===== src/rtl/hpl_pkg.sv =====
package hpl_pkg;
   localparam int ADDR_W = 3;

   typedef struct packed {
      logic              en;
      logic              fault;
      logic              rst;
      logic              brk;
      logic              ack;
      logic              inack;
      logic              bcast;
      logic [ADDR_W-1:0] addr;
   } host_ctl_t;
endpackage


===== src/rtl/hpl_sync.sv =====
module hpl_sync #(
   parameter int WIDTH  = 10,
   parameter int STAGES = 2
) (
   input  logic             clk,
   input  logic             rst_n,
   input  logic [WIDTH-1:0] d,
   output logic [WIDTH-1:0] q
);
   generate
      if (STAGES < 2) begin : g_bad_stages
         $error("hpl_sync needs at least two stages");
      end
      if (WIDTH < 1) begin : g_bad_width
         $error("hpl_sync width must be positive");
      end
   endgenerate

   generate
      for (genvar i = 0; i < STAGES; i++) begin : g_stage
         logic [WIDTH-1:0] r;
         if (i == 0) begin : g_first
            always_ff @(posedge clk or negedge rst_n) begin
               if (!rst_n) r <= '0;
               else        r <= d;
            end
         end else begin : g_next
            always_ff @(posedge clk or negedge rst_n) begin
               if (!rst_n) r <= '0;
               else        r <= g_stage[i-1].r;
            end
         end
      end
   endgenerate

   assign q = g_stage[STAGES-1].r;
endmodule


===== src/rtl/hpl_select.sv =====
module hpl_select #(
   parameter int ADDR_W = 3
) (
   input  logic              clk,
   input  logic              rst_n,
   input  logic              en,
   input  logic              fault,
   input  logic              bcast,
   input  logic              brk,
   input  logic [ADDR_W-1:0] addr,
   input  logic [ADDR_W-1:0] strap,
   output logic              sel,
   output logic              nmi
);
   logic brk_q;

   generate
      if (ADDR_W < 1) begin : g_bad_addr
         $error("hpl_select address width must be positive");
      end
   endgenerate

   assign sel = en & ~fault & ((addr == strap) | bcast);

   always_ff @(posedge clk or negedge rst_n) begin
      if (!rst_n) brk_q <= 1'b0;
      else        brk_q <= brk;
   end

   assign nmi = brk_q & ~brk & sel;

   // the strobe never lasts two cycles
   p_nmi_single_r9: assert property (@(posedge clk) disable iff (!rst_n)
      nmi |=> !nmi);

   // the strobe follows a break seen high one cycle earlier
   p_nmi_after_brk_r9: assert property (@(posedge clk) disable iff (!rst_n)
      nmi |-> $past(brk));
endmodule


===== src/rtl/hpl_hold_timer.sv =====
module hpl_hold_timer #(
   parameter int LIMIT = 3250
) (
   input  logic clk,
   input  logic rst_n,
   input  logic held,
   output logic pulse
);
   localparam int CW = $clog2(LIMIT + 2);
   localparam logic [CW-1:0] SAT = CW'(LIMIT + 1);
   localparam logic [CW-1:0] HIT = CW'(LIMIT);

   logic [CW-1:0] cnt_q;

   generate
      if (LIMIT < 1) begin : g_bad_limit
         $error("hpl_hold_timer limit must be at least one");
      end
   endgenerate

   always_ff @(posedge clk or negedge rst_n) begin
      if (!rst_n)             cnt_q <= '0;
      else if (!held)         cnt_q <= '0;
      else if (cnt_q != SAT)  cnt_q <= cnt_q + 1'b1;
   end

   assign pulse = held & (cnt_q == HIT);

   // one pulse per hold
   p_soft_once_r8: assert property (@(posedge clk) disable iff (!rst_n)
      pulse |=> !pulse);

   // a pulse needs the hold to have been present in the previous cycle
   p_soft_needs_hold_r8: assert property (@(posedge clk) disable iff (!rst_n)
      pulse |-> $past(held));
endmodule


===== src/rtl/hpl_slave.sv =====
module hpl_slave
   import hpl_pkg::*;
#(
   parameter int DATA_W      = 8,
   parameter int CLK_MHZ     = 125,
   parameter int HOLD_US     = 26,
   parameter int SYNC_STAGES = 2
) (
   input  logic              clk,
   input  logic              rst_n,
   input  logic [ADDR_W-1:0] strap_addr,
   input  logic [ADDR_W-1:0] h_addr,
   input  logic              h_bcast,
   input  logic              h_en,
   input  logic              h_pwr_fault,
   input  logic              h_reset,
   input  logic              h_break,
   input  logic              h_ack,
   input  logic              h_inack,
   input  logic [DATA_W-1:0] lc_data,
   input  logic              lc_wr_req,
   input  logic              lc_int_req,
   output logic [DATA_W-1:0] link_data,
   output logic              link_data_oe,
   output logic              link_req,
   output logic              link_int,
   output logic              link_brk,
   output logic              soft_rst,
   output logic              hard_rst,
   output logic              nmi_strobe
);
   localparam int LIMIT = CLK_MHZ * HOLD_US;
   localparam int CTL_W = $bits(host_ctl_t);

   generate
      if (DATA_W < 1) begin : g_bad_data
         $error("hpl_slave data width must be positive");
      end
   endgenerate

   host_ctl_t        ctl_raw;
   host_ctl_t        ctl_s;
   logic [CTL_W-1:0] sync_q;
   logic             sel;
   logic             wr_pend_q, int_pend_q;
   logic [DATA_W-1:0] data_q;
   logic             clr;

   always_comb begin
      ctl_raw.en    = h_en;
      ctl_raw.fault = h_pwr_fault;
      ctl_raw.rst   = h_reset;
      ctl_raw.brk   = h_break;
      ctl_raw.ack   = h_ack;
      ctl_raw.inack = h_inack;
      ctl_raw.bcast = h_bcast;
      ctl_raw.addr  = h_addr;
   end

   hpl_sync #(.WIDTH(CTL_W), .STAGES(SYNC_STAGES)) u_sync (
      .clk   (clk),
      .rst_n (rst_n),
      .d     (ctl_raw),
      .q     (sync_q)
   );

   assign ctl_s = host_ctl_t'(sync_q);

   hpl_select #(.ADDR_W(ADDR_W)) u_select (
      .clk   (clk),
      .rst_n (rst_n),
      .en    (ctl_s.en),
      .fault (ctl_s.fault),
      .bcast (ctl_s.bcast),
      .brk   (ctl_s.brk),
      .addr  (ctl_s.addr),
      .strap (strap_addr),
      .sel   (sel),
      .nmi   (nmi_strobe)
   );

   hpl_hold_timer #(.LIMIT(LIMIT)) u_timer (
      .clk   (clk),
      .rst_n (rst_n),
      .held  (sel & ctl_s.rst),
      .pulse (soft_rst)
   );

   assign clr = sel & ctl_s.ack;

   always_ff @(posedge clk or negedge rst_n) begin
      if (!rst_n) begin
         wr_pend_q  <= 1'b0;
         int_pend_q <= 1'b0;
         data_q     <= '0;
      end else begin
         wr_pend_q  <= lc_wr_req  | (wr_pend_q  & ~clr);
         int_pend_q <= lc_int_req | (int_pend_q & ~clr);
         if (lc_int_req)      data_q <= lc_data;
         else if (lc_wr_req)  data_q <= lc_data;
      end
   end

   assign link_req     = wr_pend_q & sel;
   assign link_int     = int_pend_q & sel;
   assign link_brk     = int_pend_q & sel;
   assign link_data_oe = sel & (wr_pend_q | int_pend_q);
   assign link_data    = link_data_oe ? data_q : '0;
   assign hard_rst     = sel & ctl_s.rst & ~ctl_s.inack;

   // a write request is pending one cycle after the local pulse
   p_set_pend_r3: assert property (@(posedge clk) disable iff (!rst_n)
      lc_wr_req |=> wr_pend_q);

   // the buffer only opens for a selected board
   p_oe_sel_r5: assert property (@(posedge clk) disable iff (!rst_n)
      link_data_oe |-> sel);

   // the held byte changes only on a local request
   p_data_hold_r5: assert property (@(posedge clk) disable iff (!rst_n)
      (!lc_wr_req && !lc_int_req) |=> $stable(data_q));

   // a selected acknowledge drops both requests
   p_ack_clear_r6: assert property (@(posedge clk) disable iff (!rst_n)
      (clr && !lc_wr_req && !lc_int_req) |=> (!wr_pend_q && !int_pend_q));
endmodule


===== config.mk =====
export PLATFORM = sky130hd
export DESIGN_NAME = hpl_slave
export DESIGN_NICKNAME = d
export VERILOG_FILES = /design/src/rtl/hpl_pkg.sv /design/src/rtl/hpl_sync.sv /design/src/rtl/hpl_select.sv /design/src/rtl/hpl_hold_timer.sv /design/src/rtl/hpl_slave.sv
export SDC_FILE = /design/constraint.sdc
export NUM_CORES = 1
export LEC_CHECK = 0
export ABC_AREA = 0
export BUFFER_PORTS_ARGS = -buffer_cell sky130_fd_sc_hd__buf_2
export CELL_PAD_IN_SITES_DETAIL_PLACEMENT = 1
export CELL_PAD_IN_SITES_GLOBAL_PLACEMENT = 2
export CORE_MARGIN = 2
export CORE_UTILIZATION = 32
export CTS_CLUSTER_SIZE = 25
export DETAILED_ROUTE_END_ITERATION = 6
export PLACE_DENSITY = 0.8
export SYNTH_ARGS = -nofsm -noshare
export SYNTH_HDL_FRONTEND = slang
export SYNTH_SLANG_ARGS = --single-unit

===== constraint.sdc =====
create_clock -name clk -period 3 [get_ports clk]
set_clock_uncertainty 0.15 [all_clocks]
set_input_delay 0.3 -clock clk [delete_from_list [all_inputs] [get_ports clk]]
set_output_delay 0.3 -clock clk [all_outputs]
set_load 0.01 [all_outputs]

After elaboration in Yosys (flattened, before gate mapping):

Cells that the tools add are included.

* bits in registers: 43
* input port bits: 25

* bitwise gates (word level): 21
* multiplexer cells: 5
* reduce and logical (&&, ||, !) cells: 1
* $add $sub $neg: 1
* equal/unequal tests: 4

Operators by type and width (number)
* two-way mux 12 bit: 2
* two-way mux 8 bit: 3
* bitwise AND 1 bit: 13
* adder 12 x 1 -> 12 bit (second input constant): 1
* equality test 12 bit (second input constant): 1
* != test 12 bit (second input constant): 1
* inverter 1 bit: 4
* OR 1 bit: 4
* equality test 3 bit: 1
* != test 2 bit (second input constant): 1
* nonzero test 2 bit: 1

Depth between registers and ports, before layout:

Gate-level depths: netlist of run 1.

* depth in word-level cells: 7
* mapped depth: 5
* mapped depth without buffers: 5

Hierarchy:

A second synthesis of run 1 with hierarchy kept.

* cell total of the unflattened synthesis: 132
* area, all modules: 1720.4 sq um

Modules (own cells, without submodules)
* hpl_hold_timer: area an instance 673.1 sq um, instances 1, cells an instance 68
* hpl_sync: area an instance 500.5 sq um, instances 1, cells an instance 20
* hpl_slave: area an instance 461.7 sq um, instances 1, cells an instance 36
* hpl_select: area an instance 85.1 sq um, instances 1, cells an instance 8

Worst setup path after synthesis of run 1:

No wires, ideal clock.

* path type: register -> output
* start point: register u_sync.g_stage[1].r[1] (netlist: u_sync.q[1])
* end point: output soft_rst
* arrival time: 1219 ps
* cell stages (with the launch flop): 6
* required time: 2550 ps
* slack: 1331 ps
* buffers on the path: 1
* cell sequence: dfrtp_1 -> xnor2_1 -> a31o_2 -> nand3_1 -> buf_2 -> nor2_1

* longest elaborated chain between the ends: 5

RTL lines
* start, declared: RTL line hpl_sync.sv:21 `logic [WIDTH-1:0] r;`
* start signal, assigned: RTL line hpl_sync.sv:30 `else r <= g_stage[i-1].r;`
* equality test 3 bit: RTL line hpl_select.sv:23 `assign sel = en & ~fault & ((addr == strap) | bcast);`
* OR 1 bit: RTL line hpl_select.sv:23
* bitwise AND 1 bit: RTL line hpl_select.sv:23
* bitwise AND 1 bit: RTL line hpl_slave.sv:85 `.held (sel & ctl_s.rst),`
* bitwise AND 1 bit: RTL line hpl_hold_timer.sv:27 `assign pulse = held & (cnt_q == HIT);`
* end, declared: RTL line hpl_slave.sv:28 `output logic soft_rst,`

Every way passes these cells.

Worst setup path after layout of run 1:

* start point: register u_sync.g_stage[1].r[1] (netlist: u_sync.q[1])
* end point: output hard_rst

* longest elaborated chain between the ends: 5

RTL lines
* equality test 3 bit: RTL line hpl_select.sv:23
* OR 1 bit: RTL line hpl_select.sv:23
* bitwise AND 1 bit: RTL line hpl_select.sv:23
* bitwise AND 1 bit (2 in series): RTL line hpl_slave.sv:109 `assign hard_rst = sel & ctl_s.rst & ~ctl_s.inack;`
* end, declared: RTL line hpl_slave.sv:29 `output logic hard_rst,`

Every way passes these cells.

==> results of run 1 <==
[logic make-up (layout without fill, tap and decap cells)]
logic type	Yosys count	in the layout	share of synthesized area
and+or+nand+nor	50	50	0.1618
DFF	43	43	0.6500
xor gates and xnor gates	14	14	0.07408
muxes	8	8	0.05442
buffers and inverters	6	61	0.01663
AOI/OAI and AO/OA	5	5	0.02796
adders and majority gates	2	2	0.01511
[synth_stat cells, types with 2 or more instances]
master	instances	share of area
dfrtp_1	43	0.65
nor2_1	17	0.039
xnor2_1	13	0.069
and2_1	8	0.030
mux2_2	8	0.054
nand3_1	6	0.018
nor3_1	5	0.015
inv_1	4	0.0091
nand2_1	3	0.0068
a21o_1	2	0.0091
and3_1	2	0.0076
ha_1	2	0.015
nand4b_1	2	0.011
[final timing paths]
kind,start,end,cells past startpoint,slack [ns]
min reg2reg,u_sync.g_stage[0].r[6],u_sync.q[6],0,0.20
min in group clk,lc_wr_req,wr_pend_q,2,0.06
max,u_sync.q[1],hard_rst,5,0.67
max reg2reg,u_timer.cnt_q[0],u_timer.cnt_q[0],5,1.23
min,rst_n,u_timer.cnt_q[0],1,0.004
max in group asynchronous,rst_n,u_timer.cnt_q[11],1,2.10
[registers in the layout, summed over array words and instances, names as in the netlist]
name              flops
u_sync.q             10
u_select.brk_q        1
data_q                8
int_pend_q            1
u_timer.cnt_q        12
wr_pend_q             1
u_sync.g_stage.r     10
[cell type report]
type	instances	share of cell area
flip-flops and latches	43	0.5065
repair buffers	49	0.1390
well taps	70	0.04122
clock inverters	2	0.007656
multi-input cells	79	0.2597
inverters	4	0.007067
clock buffers	6	0.03887
[stage by stage]
step                      cells    util  instance area [sq um]  hold slack (ns)
final                       253  0.4213                   2125         0.003735
after global routing        253  0.4213                   2125          0.04746
after CTS                   253  0.4213                   2125          0.04141
after detailed placement    235  0.3819                   1926           0.1862
after global placement      235  0.3819                   1926           0.1819
after floorplan             128       -                   1655          -0.1456
[report_power, final]
part | total [W] | internal [W] | switching, W
Clock | 0.000379 | 0.000188 | 0.000191
Combinational | 0.0000795 | 0.0000418 | 0.0000377
Sequential | 0.000614 | 0.000604 | 0.0000103
Total | 0.00107 | 0.000833 | 0.000239
[metal layers]
layer	up-vias	global-route usage	part of all wire
met4	0	0.05636	0.017
met1	559	0.1402	0.40
li1	533	-	-
met5	-	0	0
met2	33	0.2125	0.51
met3	6	0.04762	0.063
[what timing repair did]
action | 4_1_cts | 5_1_grt
hold buffers | 10 | 0
resized for setup | 0 | 0
endpoints found under the hold margin | 10 | 0
==> flow_metrics.py, run 1 <==
metrics = {
    "final_layout": {
        "final_cell_mix": "dfrtp_1 (43), buf_2 (39), nor2_1 (17)",
        "layout_commonest_cell": "dfrtp_1",
        "diodes": 0,
        "drive_gt1_frac": 0.3169,
        "fin_nets": 209,
        "areaGrowthSynthToFinish_pct": 28.34,
        "multi_input_area_sq_um": 551.8,
        "num-fill-cells": 559,
        "seq_area_sq_um": 1076,
    },
    "worst_hold_path": {
        "hold_class": "in2async",
    },
    "placement": {
        "hpwl_microns": 2301,
        "portBuffers": 39,
        "routabilityCongestion": 0.8040,
        "place_ws_ns": 0.9301,
    },
    "routing": {
        "via_count": 1131,
        "drc": 0,
        "drt_wl_total_microns": 3340,
        "viasPerCell": 4.470,
        "post_drt_wl_per_cell_microns": 13.20,
        "antenna_left": 0,
        "firstDrtPassIters": 4,
        "drtIter0Drc": 49,
    },
    "grt": {
        "grt_max_degree": 44,
        "grt_pass1_wl_microns": 5789,
        "grt_overflow": 0,
        "track_usage": 0.1253,
        "grt_pass1_vias": 1325,
        "antenna_found_initial": 0,
    },
    "status": {
        "status": "finished, final reports clean",
    },
    "critical_path": {
        "cp.required_ns": 2.55,
        "path_max_fanout": 14,
        "crit_chain": "xnor2_1 > a31o_2 > nand3_1 > nor2_1 > buf_2",
        "arrival_ns": 1.88,
        "crit_type": "reg2out",
        "critPathSlowestCell": "nand3_1",
        "slowest_delay_ns": 0.45,
        "crit_family": "simple AND/OR/NAND/NOR gates",
        "cp_num_buf_inv": 1,
        "cp-start-kind": "flop",
        "cp-end-kind": "primary output",
    },
    "clock_network": {
        "clock_latency_ns": 0.29,
        "cts-root-buf": "clkbuf_8",
        "clkSinkCount": 43,
        "cts_setup_buffers": 0,
        "cts_tree": "yes",
        "htree_levels": 2,
        "numCtsBuffers": 5,
        "cts_buffer_depth": 2,
        "path_clk_slew_ns": 0.08,
    },
    "synth": {
        "ys_ff_latch": 43,
        "synth_edf_count": 0,
        "yosys_warnings": 0,
        "syn-num-nets": 155,
        "synth_cell_types": 26,
        "synth_area_per_cell_sq_um": 12.93,
        "seq_area_frac_synth": 0.6500,
        "synth_ff_type": "dfrtp_1",
        "syn_inst": 128,
        "synthArstFlopShare": 1.000,
        "synth_area_sq_um": 1655,
    },
    "sta": {
        "finalCritPeriodShare": 0.7769,
        "slew_viol_final": 0,
        "layout_min_cycle_time_ns": 2.331,
        "timing.final.ws_setup_ns": 0.6693,
        "rsz0062_at_grt": "false",
        "setup_viol": 0,
        "relSlewSlack": 0.3649,
        "worst_pin_slew_ns": 0.9526,
        "hold_viol": 0,
        "fmax_ghz": 0.4291,
        "fin_tns_setup_ns": 0,
    },
    "floorplanning": {
        "chipWidth_microns": 75.93,
        "io_pins": 40,
        "row_count": 26,
        "start_util": 0.3283,
        "coreArea_sq_um": 5042,
        "die_h_microns": 75.93,
        "dieArea_sq_um": 5765,
    },
    "flow_run": {
        "maxCapViolCount": 0,
    },
    "power": {
        "p_per_area_nw_per_um2": 504.9,
        "ir_drop_mv": 0.2897,
        "p_leak_nw": 0.9461,
        "p_total_w": 0.001073,
    },
}
(Power assumes the default switching activity.)
==> run 2, diff against run 1 <==
- CORE_UTILIZATION: 32 -> 31
- PLACE_DENSITY: 0.8 -> 0.81
- clock period: 3 -> 2.1 ns (I/O delays scaled with it)
==> flow_metrics.py, run 2 (synthesis gave the netlist of run 1 again) <==
metrics = {
    "power": {
        "p_leak_nw": 0.9693,
        "p_comb_frac": 0.085,
        "p_total_w": 0.001504,
        "ir_drop_mv": 0.4715,
        "p_int_w": 0.001165,
        "clockPowerShare": 0.332,
        "p_per_area_nw_per_um2": 682.4,
        "p_seq_frac": 0.584,
        "p_switching_w": 0.0003382,
        "swShare": 0.2250,
    },
    "floorplanning": {
        "start_util": 0.3221,
        "io_pins": 40,
        "row_count": 26,
        "chipWidth_microns": 77.08,
        "dieArea_sq_um": 5941,
        "coreArea_sq_um": 5140,
        "die_h_microns": 77.08,
    },
    "critical_path": {
        "cp-start-kind": "flop",
        "cp-end-kind": "primary output",
        "path_max_fanout": 9,
        "cp.required_ns": 1.74,
        "arrival_ns": 1.58,
        "crit_type": "reg2out",
    },
    "sta": {
        "worst_pin_slew_ns": 0.6675,
        "relSlewSlack": 0.5534,
        "rsz0062_at_grt": "false",
        "layout_min_cycle_time_ns": 1.941,
        "slew_viol_final": 0,
        "fin_tns_setup_ns": 0,
        "setup_viol": 0,
        "hold_viol": 0,
        "fmax_ghz": 0.5152,
        "finalCritPeriodShare": 0.9242,
    },
    "final_layout": {
        "areaGrowthSynthToFinish_pct": 33.11,
        "fin_nets": 217,
        "regMostFlops": "u_timer.cnt_q",
        "seq_area_sq_um": 1076,
        "layout_commonest_cell": "dfrtp_1",
        "num-fill-cells": 595,
        "drive_gt1_frac": 0.3246,
        "multi_input_area_sq_um": 569.3,
        "final_cell_mix": "dfrtp_1 (43), buf_2 (39), nor2_1 (17)",
        "diodes": 0,
        "largest_register_ffs": 12,
    },
    "placement": {
        "portBuffers": 39,
        "hpwl_microns": 2390,
        "routabilityCongestion": 0.7226,
    },
    "clock_network": {
        "numCtsBuffers": 5,
        "path_clk_slew_ns": 0.08,
        "clkSinkCount": 43,
        "clock_latency_ns": 0.29,
        "cts-root-buf": "clkbuf_8",
        "cts_buffer_depth": 2,
        "cts_tree": "yes",
        "cts_setup_buffers": 0,
        "htree_levels": 2,
    },
    "grt": {
        "grt_max_degree": 44,
        "grt_pass1_wl_microns": 6189,
        "track_usage": 0.1324,
        "grt_overflow": 0,
        "grt_pass1_vias": 1355,
        "antenna_found_initial": 0,
    },
    "status": {
        "status": "finished, final reports clean",
    },
    "routing": {
        "drc": 0,
        "via_count": 1162,
        "post_drt_wl_per_cell_microns": 12.74,
        "drt_wl_total_microns": 3326,
        "viasPerCell": 4.452,
        "firstDrtPassIters": 4,
        "drtIter0Drc": 33,
        "antenna_left": 0,
    },
    "worst_hold_path": {
        "hold_class": "in2reg",
    },
    "flow_run": {
        "maxCapViolCount": 0,
    },
}
-- run 2: cell types whose count changed in the layout (fill, tap and decap cells not counted), sizes merged --
| cell | delta |
|---|---|
| buf | +2 |
| dlygate4sd3 | +6 |
-- run 2: critical path, cell delays in order, from the launching register on --
cell and delay [ns]:
dfrtp_1 0.38, xnor2_1 0.12, a31o_2 0.30, o211a_4 0.18, and2_1 0.17, buf_2 0.14
-- run 2: power by group through the flow --
stage	Sequential [W]	Combinational (W)	Clock, W
floorplan	0.000889	0.0000470	0
global placement	0.000891	0.0000992	0
detailed placement	0.000894	0.000104	0
CTS	0.000878	0.000127	0.000523
global route	0.000882	0.000142	0.000564
finish	0.000878	0.000127	0.000499
-- run 2: final cells by class --
class / count / share of cell area
sequential: 43 / 0.4884
multi-input combinational: 79 / 0.2584
timing repair buffer: 57 / 0.1681
tap: 70 / 0.03975
clock buffer: 6 / 0.03294
inverter: 4 / 0.006814
clock inverter: 2 / 0.005679
-- run 2: per-stage QoR --
| step | worst slack (ns) | utilization | hold slack, ns | area, sq um | instances |
|---|---|---|---|---|---|
| finish | 0.1592 | 0.4287 | 0.01200 | 2203 | 261 |
| floorplan | 0.4732 | - | -0.2356 | 1655 | 128 |
| detailed placement | 0.3394 | 0.3776 | 0.1636 | 1941 | 237 |
| CTS | 0.06057 | 0.4253 | 0.001563 | 2186 | 261 |
| global route | 0.006293 | 0.4287 | 0.00003678 | 2203 | 261 |
| global placement | 0.4053 | 0.3776 | 0.1449 | 1941 | 237 |
-- run 2: repair_timing --
item	in CTS	in global routing
endpoints found under the hold margin	58	0
setup endpoints to repair	0	10
hold buffers	16	0
resized for setup	0	4
-- run 2: per-layer routing --
metal / track usage / vias up / share of wire
li1: - / 548 / -
met1: 0.1494 / 575 / 0.40
met2: 0.2289 / 34 / 0.52
met3: 0.04588 / 5 / 0.061
met4: 0.05357 / 0 / 0.013
met5: 0 / - / 0
-- run 2: worst paths after layout --
kind,from,endpoint,slack (ns),depth (start not counted)
setup / recovery,u_sync.q[1],link_data[6],0.16,5
max in group asynchronous,rst_n,data_q[1],1.08,3
setup reg to reg,u_timer.cnt_q[0],u_timer.cnt_q[0],0.35,5
hold reg to reg,u_sync.g_stage[0].r[0],u_sync.q[0],0.20,0
hold / removal,lc_data[7],data_q[7],0.01,2
min in group asynchronous,rst_n,u_sync.g_stage[0].r[6],0.37,3
==> run 3, diff against run 2 <==
- CELL_PAD_IN_SITES_DETAIL_PLACEMENT: 1 -> 0
- CELL_PAD_IN_SITES_GLOBAL_PLACEMENT: 2 -> 1
- CORE_MARGIN: 2 -> default
- CORE_UTILIZATION: 31 -> 32
- PLACE_DENSITY: 0.81 -> 0.72
==> flow_metrics.py, run 3 (synthesis gave the netlist of run 1 again) <==
metrics = {
    "final_layout": {
        "diodes": 0,
        "final_cell_area_sq_um": 2245,
        "num-fill-cells": 455,
        "largest_register_ffs": 12,
        "fin_nets": 222,
        "finish.utilization": 0.4630,
        "multi_input_area_sq_um": 551.8,
        "areaGrowthSynthToFinish_pct": 35.60,
        "drive_gt1_frac": 0.3128,
        "regMostFlops": "u_timer.cnt_q",
        "final_cell_mix": "dfrtp_1 (43), buf_2 (39), dlygate4sd3_1 (19)",
        "seq_area_sq_um": 1076,
        "layout_commonest_cell": "dfrtp_1",
    },
    "grt": {
        "track_usage": 0.1308,
        "antenna_found_initial": 0,
        "grt_overflow": 0,
        "grt_pass1_wl_microns": 5257,
        "grt_pass1_vias": 1199,
        "grt_max_degree": 22,
    },
    "routing": {
        "post_drt_wl_per_cell_microns": 11.70,
        "antenna_left": 0,
        "drt_wl_total_microns": 3066,
        "via_count": 1154,
        "drc": 0,
        "viasPerCell": 4.405,
        "drtIter0Drc": 41,
        "firstDrtPassIters": 4,
    },
    "power": {
        "p_switching_w": 0.0003219,
        "p_seq_frac": 0.546,
        "p_comb_frac": 0.081,
        "p_per_area_nw_per_um2": 716.3,
        "clockPowerShare": 0.373,
        "ir_drop_mv": 0.4052,
        "swShare": 0.2002,
        "p_leak_nw": 0.9992,
        "p_int_w": 0.001286,
    },
    "sta": {
        "finalCritPeriodShare": 0.9362,
        "rsz0062_at_grt": "false",
        "hold_viol": 0,
        "fin_tns_setup_ns": 0,
        "hold_ws_ns": 0.01315,
        "relSlewSlack": 0.5645,
        "layout_min_cycle_time_ns": 1.966,
        "fmax_ghz": 0.5086,
        "slew_viol_final": 0,
        "worst_pin_slew_ns": 0.6508,
        "timing.final.ws_setup_ns": 0.1339,
        "setup_viol": 0,
    },
    "critical_path": {
        "cp.required_ns": 1.74,
        "rrSetupSlack_ns": 0.37,
        "cp-start-kind": "flop",
        "path_max_fanout": 9,
        "cp-end-kind": "primary output",
        "arrival_ns": 1.61,
        "crit_type": "reg2out",
    },
    "placement": {
        "portBuffers": 39,
        "place_ws_ns": 0.4029,
        "place_area_sq_um": 1952,
        "hpwl_microns": 2280,
        "routabilityCongestion": 0.7904,
    },
    "floorplanning": {
        "chipWidth_microns": 73.93,
        "io_pins": 40,
        "coreArea_sq_um": 4848,
        "dieArea_sq_um": 5465,
        "die_h_microns": 73.93,
        "start_util": 0.3414,
        "row_count": 25,
    },
    "status": {
        "status": "finished, final reports clean",
    },
    "clock_network": {
        "clkSinkCount": 43,
        "clock_latency_ns": 0.28,
        "path_clk_slew_ns": 0.07,
        "cts-root-buf": "clkbuf_8",
        "cts_buffer_depth": 2,
        "cts_setup_buffers": 0,
        "cts_tree": "yes",
        "numCtsBuffers": 5,
        "htree_levels": 2,
    },
    "worst_hold_path": {
        "hold_class": "in2reg",
    },
    "flow_run": {
        "maxCapViolCount": 0,
    },
}
==> run 3: changes by cell type in the layout (fill, tap and decap cells not counted), sizes merged <==
cell         delta
bufinv          +1
dlygate4sd3     +3
clkinvlp        -1
clkinv          -1
buf             +2
==> run 3: critical path: stages (launching register included) <==
cell and delay [ns]:
dfrtp_1 0.38, xnor2_1 0.13, a31o_2 0.24, o211a_2 0.29, and2_1 0.15, buf_2 0.12
==> run 3: area by class of cell <==
| cell class | count | area share |
|---|---|---|
| tap | 67 | 0.03735 |
| inverter | 4 | 0.006689 |
| clock inverter | 1 | 0.01338 |
| timing repair buffer | 62 | 0.1851 |
| sequential | 43 | 0.4794 |
| clock buffer | 6 | 0.03233 |
| multi-input combinational | 79 | 0.2458 |
==> run 3: path summary, 6_finish.rpt <==
| check | endpoint | cells past startpoint | from |
|---|---|---|---|
| max | link_data[7] | 5 | u_sync.q[1] |
| min | data_q[7] | 2 | lc_data[7] |
| max reg2reg | u_timer.cnt_q[0] | 5 | u_timer.cnt_q[0] |
| min reg2reg | u_sync.q[4] | 0 | u_sync.g_stage[0].r[4] |
| max in group asynchronous | u_sync.q[5] | 3 | rst_n |
| min in group asynchronous | u_timer.cnt_q[1] | 2 | rst_n |
==> run 3: metrics by stage <==
| step | total power [W] | instances |
|---|---|---|
| 2_1_floorplan | 0.0009356 | 128 |
| 3_3_place_gp | 0.0009938 | 236 |
| 3_5_place_dp | 0.001000 | 236 |
| 4_1_cts | 0.001631 | 262 |
| 5_1_grt | 0.001684 | 262 |
| 6_report | 0.001608 | 262 |
==> run 3: per-layer routing <==
| metal | GRT usage | vias to the layer above | part of all wire |
|---|---|---|---|
| li1 | - | 559 | - |
| met1 | 0.1485 | 556 | 0.42 |
| met2 | 0.2313 | 35 | 0.52 |
| met3 | 0.03704 | 4 | 0.054 |
| met4 | 0.05128 | 0 | 0.015 |
| met5 | 0 | - | 0 |
==> run 3: power groups by stage <==
stage | clock network (W) | logic (W) | registers (W)
floorplan | 0 | 0.0000470 | 0.000889
global placement | 0 | 0.000103 | 0.000891
detailed placement | 0 | 0.000106 | 0.000894
CTS | 0.000620 | 0.000133 | 0.000878
global route | 0.000657 | 0.000145 | 0.000881
finish | 0.000600 | 0.000131 | 0.000877
==> run 3: repair_timing <==
item / 4_1_cts / 5_1_grt
hold buffers: 19 / 0
gates resized for setup: 0 / 1
endpoints found under the setup margin: 0 / 8
hold endpoints to repair: 37 / 0
